## config.mk

```make
export PLATFORM = sky130hd
export DESIGN_NAME = flash_pe_seq
export DESIGN_NICKNAME = d
export VERILOG_FILES = /design/src/rtl/flash_pe_pkg.sv /design/src/rtl/flash_dreg.sv /design/src/rtl/flash_areg.sv /design/src/rtl/flash_pe_ctrl.sv /design/src/rtl/flash_store.sv /design/src/rtl/flash_pe_seq.sv
export SDC_FILE = /design/constraint.sdc
export NUM_CORES = 1
export LEC_CHECK = 0
export BUFFER_PORTS_ARGS = -buffer_cell sky130_fd_sc_hd__clkbuf_2
export CAP_MARGIN = 10
export CORE_ASPECT_RATIO = 0.5
export CORE_MARGIN = 5
export CORE_UTILIZATION = 60
export CTS_CLUSTER_SIZE = 28
export DETAILED_ROUTE_END_ITERATION = 8
export PLACE_DENSITY = 0.83
export SYNTH_ARGS = -nofsm -noshare
export SYNTH_HDL_FRONTEND = slang
export SYNTH_HIERARCHICAL = 1
export SYNTH_SLANG_ARGS = --single-unit
```

## constraint.sdc

```tcl
create_clock -name clk -period 7.2 [get_ports clk]
set_clock_uncertainty 0.2 [all_clocks]
set_input_delay 0.72 -clock clk [delete_from_list [all_inputs] [get_ports clk]]
set_output_delay 0.72 -clock clk [all_outputs]
set_load 0.02 [all_outputs]
```

## src/rtl/flash_pe_pkg.sv

```systemverilog
package flash_pe_pkg;

   typedef enum logic {
      OP_PROG  = 1'b0,
      OP_ERASE = 1'b1
   } pe_op_e;

   function automatic int max_of(input int a, input int b);
      return (a > b) ? a : b;
   endfunction

endpackage

```

## src/rtl/flash_dreg.sv

```systemverilog
module flash_dreg #(
   parameter int W = 16
) (
   input  logic         clk,
   input  logic         rst_n,
   input  logic         step,
   input  logic         shift_sel,
   input  logic         ser_in,
   input  logic [W-1:0] par_in,
   output logic         ser_out,
   output logic [W-1:0] q
);

   if (W < 2) begin : g_bad_w
      $error("flash_dreg: W must be at least 2");
   end

   always_ff @(posedge clk or negedge rst_n) begin
      if (!rst_n) begin
         q <= '0;
      end else if (step) begin
         if (shift_sel) q <= {q[W-2:0], ser_in};
         else           q <= par_in;
      end
   end

   assign ser_out = q[W-1];


   shift_in_lsb_chk: assert property (@(posedge clk) disable iff (!rst_n)
      (step && shift_sel) |=> (q[0] == $past(ser_in)));


   hold_when_idle_chk: assert property (@(posedge clk) disable iff (!rst_n)
      !step |=> $stable(q));


   par_load_chk: assert property (@(posedge clk) disable iff (!rst_n)
      (step && !shift_sel) |=> (q == $past(par_in)));

endmodule

```

## src/rtl/flash_areg.sv

```systemverilog
module flash_areg #(
   parameter int AW = 4
) (
   input  logic          clk,
   input  logic          rst_n,
   input  logic          ld,
   input  logic          busy,
   input  logic [AW-1:0] d,
   output logic [AW-1:0] q
);

   if (AW < 2) begin : g_bad_aw
      $error("flash_areg: AW must be at least 2");
   end

   always_ff @(posedge clk or negedge rst_n) begin
      if (!rst_n)          q <= '0;
      else if (ld && !busy) q <= d;
   end


   addr_frozen_chk: assert property (@(posedge clk) disable iff (!rst_n)
      (busy && $past(busy)) |-> $stable(q));

endmodule

```

## src/rtl/flash_pe_ctrl.sv

```systemverilog
module flash_pe_ctrl
   import flash_pe_pkg::*;
#(
   parameter int W            = 16,
   parameter int AW           = 4,
   parameter int PROG_CYCLES  = 8,
   parameter int ERASE_CYCLES = 20
) (
   input  logic          clk,
   input  logic          rst_n,
   input  logic          prog_req,
   input  logic          erase_req,
   input  logic [AW-1:0] addr,
   input  logic [W-1:0]  data,
   output logic          busy,
   output logic          commit,
   output pe_op_e        commit_op,
   output logic [AW-1:0] commit_addr,
   output logic [W-1:0]  commit_data
);

   localparam int MAXC  = max_of(PROG_CYCLES, ERASE_CYCLES);
   localparam int CNT_W = (MAXC > 1) ? $clog2(MAXC) : 1;

   if (PROG_CYCLES < 1 || ERASE_CYCLES < 1) begin : g_bad_cyc
      $error("flash_pe_ctrl: cycle counts must be at least 1");
   end

   logic             prog_q, erase_q;
   logic             prog_rise, erase_rise, start;
   logic [CNT_W-1:0] cnt;
   pe_op_e           op_q;
   logic [AW-1:0]    addr_s;
   logic [W-1:0]     data_s;

   assign prog_rise  = prog_req  & ~prog_q;
   assign erase_rise = erase_req & ~erase_q;
   assign start      = ~busy & (prog_rise | erase_rise);

   always_ff @(posedge clk or negedge rst_n) begin
      if (!rst_n) begin
         prog_q  <= 1'b0;
         erase_q <= 1'b0;
      end else begin
         prog_q  <= prog_req;
         erase_q <= erase_req;
      end
   end

   always_ff @(posedge clk or negedge rst_n) begin
      if (!rst_n) begin
         busy   <= 1'b0;
         cnt    <= '0;
         op_q   <= OP_PROG;
         addr_s <= '0;
         data_s <= '0;
      end else if (start) begin
         busy   <= 1'b1;
         addr_s <= addr;
         data_s <= data;
         if (prog_rise) begin
            op_q <= OP_PROG;
            cnt  <= CNT_W'(PROG_CYCLES - 1);
         end else begin
            op_q <= OP_ERASE;
            cnt  <= CNT_W'(ERASE_CYCLES - 1);
         end
      end else if (busy) begin
         if (cnt == '0) busy <= 1'b0;
         else           cnt  <= cnt - 1'b1;
      end
   end

   assign commit      = busy && (cnt == '0);
   assign commit_op   = op_q;
   assign commit_addr = addr_s;
   assign commit_data = data_s;


   busy_only_on_edge_chk: assert property (@(posedge clk) disable iff (!rst_n)
      $rose(busy) |-> $past(prog_rise || erase_rise));


   op_kept_while_busy_chk: assert property (@(posedge clk) disable iff (!rst_n)
      (busy && cnt != '0) |=> (busy && $stable(op_q) && $stable(addr_s) && $stable(data_s)));


   count_down_chk: assert property (@(posedge clk) disable iff (!rst_n)
      (busy && cnt != '0) |=> (cnt == $past(cnt) - 1'b1));


   done_drops_busy_chk: assert property (@(posedge clk) disable iff (!rst_n)
      commit |=> !busy);

endmodule

```

## src/rtl/flash_store.sv

```systemverilog
module flash_store
   import flash_pe_pkg::*;
#(
   parameter int W  = 16,
   parameter int AW = 4
) (
   input  logic          clk,
   input  logic          rst_n,
   input  logic          commit,
   input  pe_op_e        op,
   input  logic [AW-1:0] waddr,
   input  logic [W-1:0]  wdata,
   input  logic [AW-1:0] raddr,
   output logic [W-1:0]  rdata
);

   localparam int DEPTH = 1 << AW;

   logic [DEPTH-1:0][W-1:0] words;

   for (genvar w = 0; w < DEPTH; w++) begin : g_word
      localparam logic [AW-1:0] WA = AW'(w);
      logic [W-1:0] word_q;
      always_ff @(posedge clk or negedge rst_n) begin
         if (!rst_n) begin
            word_q <= '1;
         end else if (commit) begin
            if (op == OP_ERASE && waddr[AW-1] == WA[AW-1]) word_q <= '1;
            else if (op == OP_PROG && waddr == WA)        word_q <= word_q & wdata;
         end
      end
      assign words[w] = word_q;
   end

   assign rdata = words[raddr];


   erase_sets_ones_chk: assert property (@(posedge clk) disable iff (!rst_n)
      (commit && op == OP_ERASE && raddr[AW-1] == waddr[AW-1]) |=> (rdata == '1));


   prog_ands_chk: assert property (@(posedge clk) disable iff (!rst_n)
      (commit && op == OP_PROG && raddr == waddr) |=> (rdata == $past(rdata & wdata)));

endmodule

```

## src/rtl/flash_pe_seq.sv

```systemverilog
module flash_pe_seq
   import flash_pe_pkg::*;
#(
   parameter int W            = 16,
   parameter int ADDR_W       = 4,
   parameter int PROG_CYCLES  = 8,
   parameter int ERASE_CYCLES = 20
) (
   input  logic              clk,
   input  logic              rst_n,
   input  logic              reg_step,
   input  logic              shift_sel,
   input  logic              ser_in,
   output logic              ser_out,
   input  logic [ADDR_W-1:0] addr_in,
   input  logic              addr_ld,
   input  logic              prog_req,
   input  logic              erase_req,
   output logic              busy
);

   if (ADDR_W > 10) begin : g_bad_depth
      $error("flash_pe_seq: ADDR_W too large for a register array");
   end

   logic [W-1:0]      dreg_q, rd_word, c_data;
   logic [ADDR_W-1:0] addr_q, c_addr;
   logic              c_en;
   pe_op_e            c_op;

   flash_areg #(.AW(ADDR_W)) u_areg (
      .clk(clk), .rst_n(rst_n), .ld(addr_ld), .busy(busy),
      .d(addr_in), .q(addr_q)
   );

   flash_dreg #(.W(W)) u_dreg (
      .clk(clk), .rst_n(rst_n), .step(reg_step), .shift_sel(shift_sel),
      .ser_in(ser_in), .par_in(rd_word), .ser_out(ser_out), .q(dreg_q)
   );

   flash_pe_ctrl #(
      .W(W), .AW(ADDR_W), .PROG_CYCLES(PROG_CYCLES), .ERASE_CYCLES(ERASE_CYCLES)
   ) u_ctrl (
      .clk(clk), .rst_n(rst_n), .prog_req(prog_req), .erase_req(erase_req),
      .addr(addr_q), .data(dreg_q), .busy(busy), .commit(c_en),
      .commit_op(c_op), .commit_addr(c_addr), .commit_data(c_data)
   );

   flash_store #(.W(W), .AW(ADDR_W)) u_store (
      .clk(clk), .rst_n(rst_n), .commit(c_en), .op(c_op), .waddr(c_addr),
      .wdata(c_data), .raddr(addr_q), .rdata(rd_word)
   );

endmodule

```

==> flow_metrics.py <==
metrics = {
    "run_status": {
        "status": "completed",
    },
    "clock_network": {
        "clkTransAtPathRegs_ns": 0.07,
        "clock_latency_ns": 0.54,
        "root_buffer": "clkbuf_16",
        "cts-resized-gates": 0,
        "cts_hold_buffers": 0,
        "h-tree-depth": 1,
        "cts_tree": "built",
        "numCtsBuffers": 28,
        "cts.sinks": 305,
        "cts_setup_buffers": 0,
        "clk_path_buf_depth": 3,
    },
    "synth": {
        "synth.avg_cell_area_um2": 12.3,
        "syn-num-nets": 1207,
        "synth-compound-area-share_pct": 17.7,
        "synth_simple_gate_area_share_pct": 8.94,
        "synth_top_family_by_area": "compound AO/OA/AOI/OAI gates",
        "synth_mux_area_share_pct": 13.8,
        "synth_fa_ha_area_share_pct": 0.0854,
        "synth_largest_area_cell": "dfstp_2",
        "netlist_area_um2": 14700,
        "synthCells": 1194,
        "synth_top_area_share_pct": 45.9,
        "yosys.area_share.xor_xnor_pct": 0,
        "ys_ff_latch": 305,
        "ys_types": 44,
        "ys_seq_area_share_pct": 54.3,
        "ys_warn_count": 6,
        "yosys-top-cells-area": "dfstp_2 (46%), o31ai_1 (10%), dfrtp_1 (8.4%)",
    },
    "hold_path": {
        "min_path_type": "in2async",
    },
    "drt": {
        "antenna_left": 0,
        "drt-pass1-iter-count": 5,
        "drc": 0,
        "routedWlPerCell_um": 23.0,
        "vias_per_cell": 6.82,
        "finalWirelength_um": 33200,
        "drtIter0Drc": 1166,
        "vias": 9868,
    },
    "layout": {
        "seq_area_um2": 7960,
        "fin_nets": 1123,
        "n_fill_cell": 1638,
        "drive_gt1_share_pct": 41.0,
        "syn2layout_area_growth_pct": 5.30,
        "fin_util_pct": 64.2,
        "multi_input_area_um2": 5960,
        "antennaDiodeCount": 0,
    },
    "critical_path": {
        "r2r_setup_slack_ns": 3.30,
        "reg2reg_from": "u_ctrl/cnt[0]",
        "cp-startpoint": "u_ctrl/cnt[0]",
        "worstSetupEndpointType": "flop",
        "critPathArrivalTime_ns": 4.12,
        "startpoint_type": "flop",
        "path_class": "reg2reg",
        "worst-path-max-fanout": 46,
        "cp.required_ns": 7.43,
    },
    "sta": {
        "slew_headroom_pct": 17.2,
        "hold_slack_ns": 0.105,
        "slew_violations": 0,
        "fin_crit_sh_pct": 54.1,
        "setup_violations": 0,
        "rsz0062_at_grt": "false",
        "setup_tns_ns": 0,
        "fin_crit_ns": 3.90,
        "worst_pin_slew_ns": 1.24,
        "fin_ws_ns": 3.30,
        "timing_hold_violations_final": 0,
        "fmax_mhz": 257,
    },
    "power": {
        "intPower_mw": 5.19,
        "clkPwrFrac_pct": 17.4,
        "switchingPower_mw": 2.95,
        "combPwrFrac_pct": 34.9,
        "vdd_drop_max_mv": 0.241,
        "p_sw_share_pct": 36.3,
        "p_per_area_nw_per_um2": 528,
        "p_total_mw": 8.14,
        "power_leakage_nw": 6.30,
        "seqPwrFrac_pct": 47.7,
    },
    "die": {
        "die_area_um2": 27800,
        "die_width_um": 231,
        "start_util_pct": 61.0,
        "rows": 40,
        "core_um2": 24000,
        "die_h_um": 121,
        "num_io_pins": 14,
    },
    "global_routing": {
        "grt_pass1_vias": 10200,
        "antenna_found_initial": 0,
        "grt_use_total_pct": 24.4,
        "grt_overflow": 0,
        "grt_pass1_wl_um": 55400,
        "grt_max_degree": 179,
    },
    "placement": {
        "dp_slack_ns": 3.47,
        "port_buffers": 13,
        "gp_congestion": 0.795,
        "hpwlAfterDp_um": 17200,
    },
    "flow_run": {
        "maxCapViolCount": 0,
    },
}
## logic make-up (layout without fill, tap and decap cells)
group | after synthesis | in the layout
and+or+nand+nor | 323 | 323
AOI/OAI and AO/OA | 311 | 311
DFF | 305 | 305
buffers and inverters | 149 | 86
muxes | 105 | 105
adders and majority gates | 1 | 1
## metrics by stage
stage	std cells	cell area, µm²
finish	1446	15400
global route	1446	15400
CTS	1446	15400
detailed placement	1395	14600
global placement	1395	14600
floorplan	1194	14700
## critical path, stage by stage (launching register included)
cell	delay [ns]
dfrtp_1	0.42
inv_1	0.10
ha_1	0.21
or4b_1	0.58
nor2_1	0.45
nand3b_1	0.70
buf_4	0.58
o31ai_1	0.40
nand2_1	0.12
## power by group through the flow
stage / clock, mW / sequential, mW / combinational, mW
2_1_floorplan: 0 / 3.43 / 2.52
3_3_place_gp: 0 / 3.79 / 2.65
3_5_place_dp: 0 / 3.88 / 2.78
4_1_cts: 1.44 / 3.87 / 2.82
5_1_grt: 1.52 / 4.02 / 3.08
6_report: 1.42 / 3.88 / 2.84
## cell usage in the layout (no fill, tap or decap), types with 2 or more instances in the layout
cell type  instances
clkbuf_16         29
clkinv_2          10
nand3b_1           3
o311ai_0           2
nand2_1          273
mux2_2            21
mux2i_1           16
dfstp_2          256
mux4_2            32
or2_2              2
nand2b_2           2
mux4_1            32
o21ai_0            2
a22oi_1           32
clkbuf_1           6
nor3_1             2
dfrtp_1           47
nor2_1            18
nand3_1            3
mux2_4             4
o31ai_2           60
clkbuf_2          12
nand2b_1           2
a21oi_1           16
buf_4             17
o31ai_1          196
clkbuf_8           6
nor2b_1            3
inv_1              4
## state kept, by name, indices dropped and copies added, names as in the netlist
name	flops
u_dreg/q	16
u_store/g_word.word_q	256
u_ctrl/prog_q	1
u_ctrl/erase_q	1
u_ctrl/cnt	5
u_ctrl/commit_op	1
u_ctrl/busy	1
u_areg/q	4
u_ctrl/commit_data	16
u_ctrl/commit_addr	4
## cell usage after synthesis
| cell | count |
|---|---|
| o311ai_0 | 2 |
| nor2_1 | 18 |
| mux2_2 | 21 |
| dfrtp_1 | 49 |
| or3b_1 | 1 |
| buf_12 | 7 |
| nand3b_1 | 3 |
| buf_6 | 8 |
| or2_2 | 2 |
| and4_2 | 1 |
| o31ai_2 | 60 |
| a21oi_1 | 17 |
| or4b_1 | 1 |
| clkbuf_2 | 1 |
| o22ai_1 | 1 |
| and4_1 | 1 |
| nand2_1 | 274 |
| nor2b_4 | 1 |
| nand3_1 | 5 |
| buf_4 | 2 |
| or3_1 | 1 |
| a22oi_1 | 32 |
| buf_1 | 6 |
| and2_2 | 1 |
| nand2b_1 | 4 |
| nor4b_1 | 1 |
| mux4_2 | 32 |
| mux2_4 | 4 |
| and3_2 | 1 |
| o31ai_1 | 196 |
| o21ai_0 | 2 |
| ha_1 | 1 |
| buf_2 | 24 |
| inv_1 | 4 |
| mux2i_1 | 16 |
| nand4_1 | 1 |
| dfstp_2 | 256 |
| o31a_1 | 1 |
| nor2b_1 | 3 |
| nor3_1 | 2 |
| and2_1 | 1 |
| mux4_1 | 32 |
| clkbuf_1 | 97 |
| nor4_1 | 1 |
## routing by layer
| metal | global-route usage, % | routed length [µm] |
|---|---|---|
| met1 | 34.0 | 13900 |
| met2 | 40.0 | 16000 |
| met3 | 4.18 | 2350 |
| met4 | 7.72 | 1000 |
| met5 | 0 | 0 |
## area by class of cell
type | instances | share of cell area, %
Multi-Input combinational cell | 740 | 38.6
Sequential cell | 305 | 51.6
Clock inverter | 10 | 0.324
Tap cell | 315 | 2.55
Timing Repair Buffer | 31 | 1.44
Inverter | 4 | 0.0973
Clock buffer | 41 | 5.38
## worst paths after layout
path                                                  to  cells after the start
min reg2reg                 u_store/g_word[1].word_q[12]                      2
max reg2reg                u_store/g_word[13].word_q[11]                      8
max in group asynchronous                    u_areg/q[0]                      2
max                        u_store/g_word[13].word_q[11]                      8
min in group clk                           u_ctrl/prog_q                      1
min                                u_ctrl/commit_data[1]                      1
No activity file was read; power rests on OpenSTA's default activity.
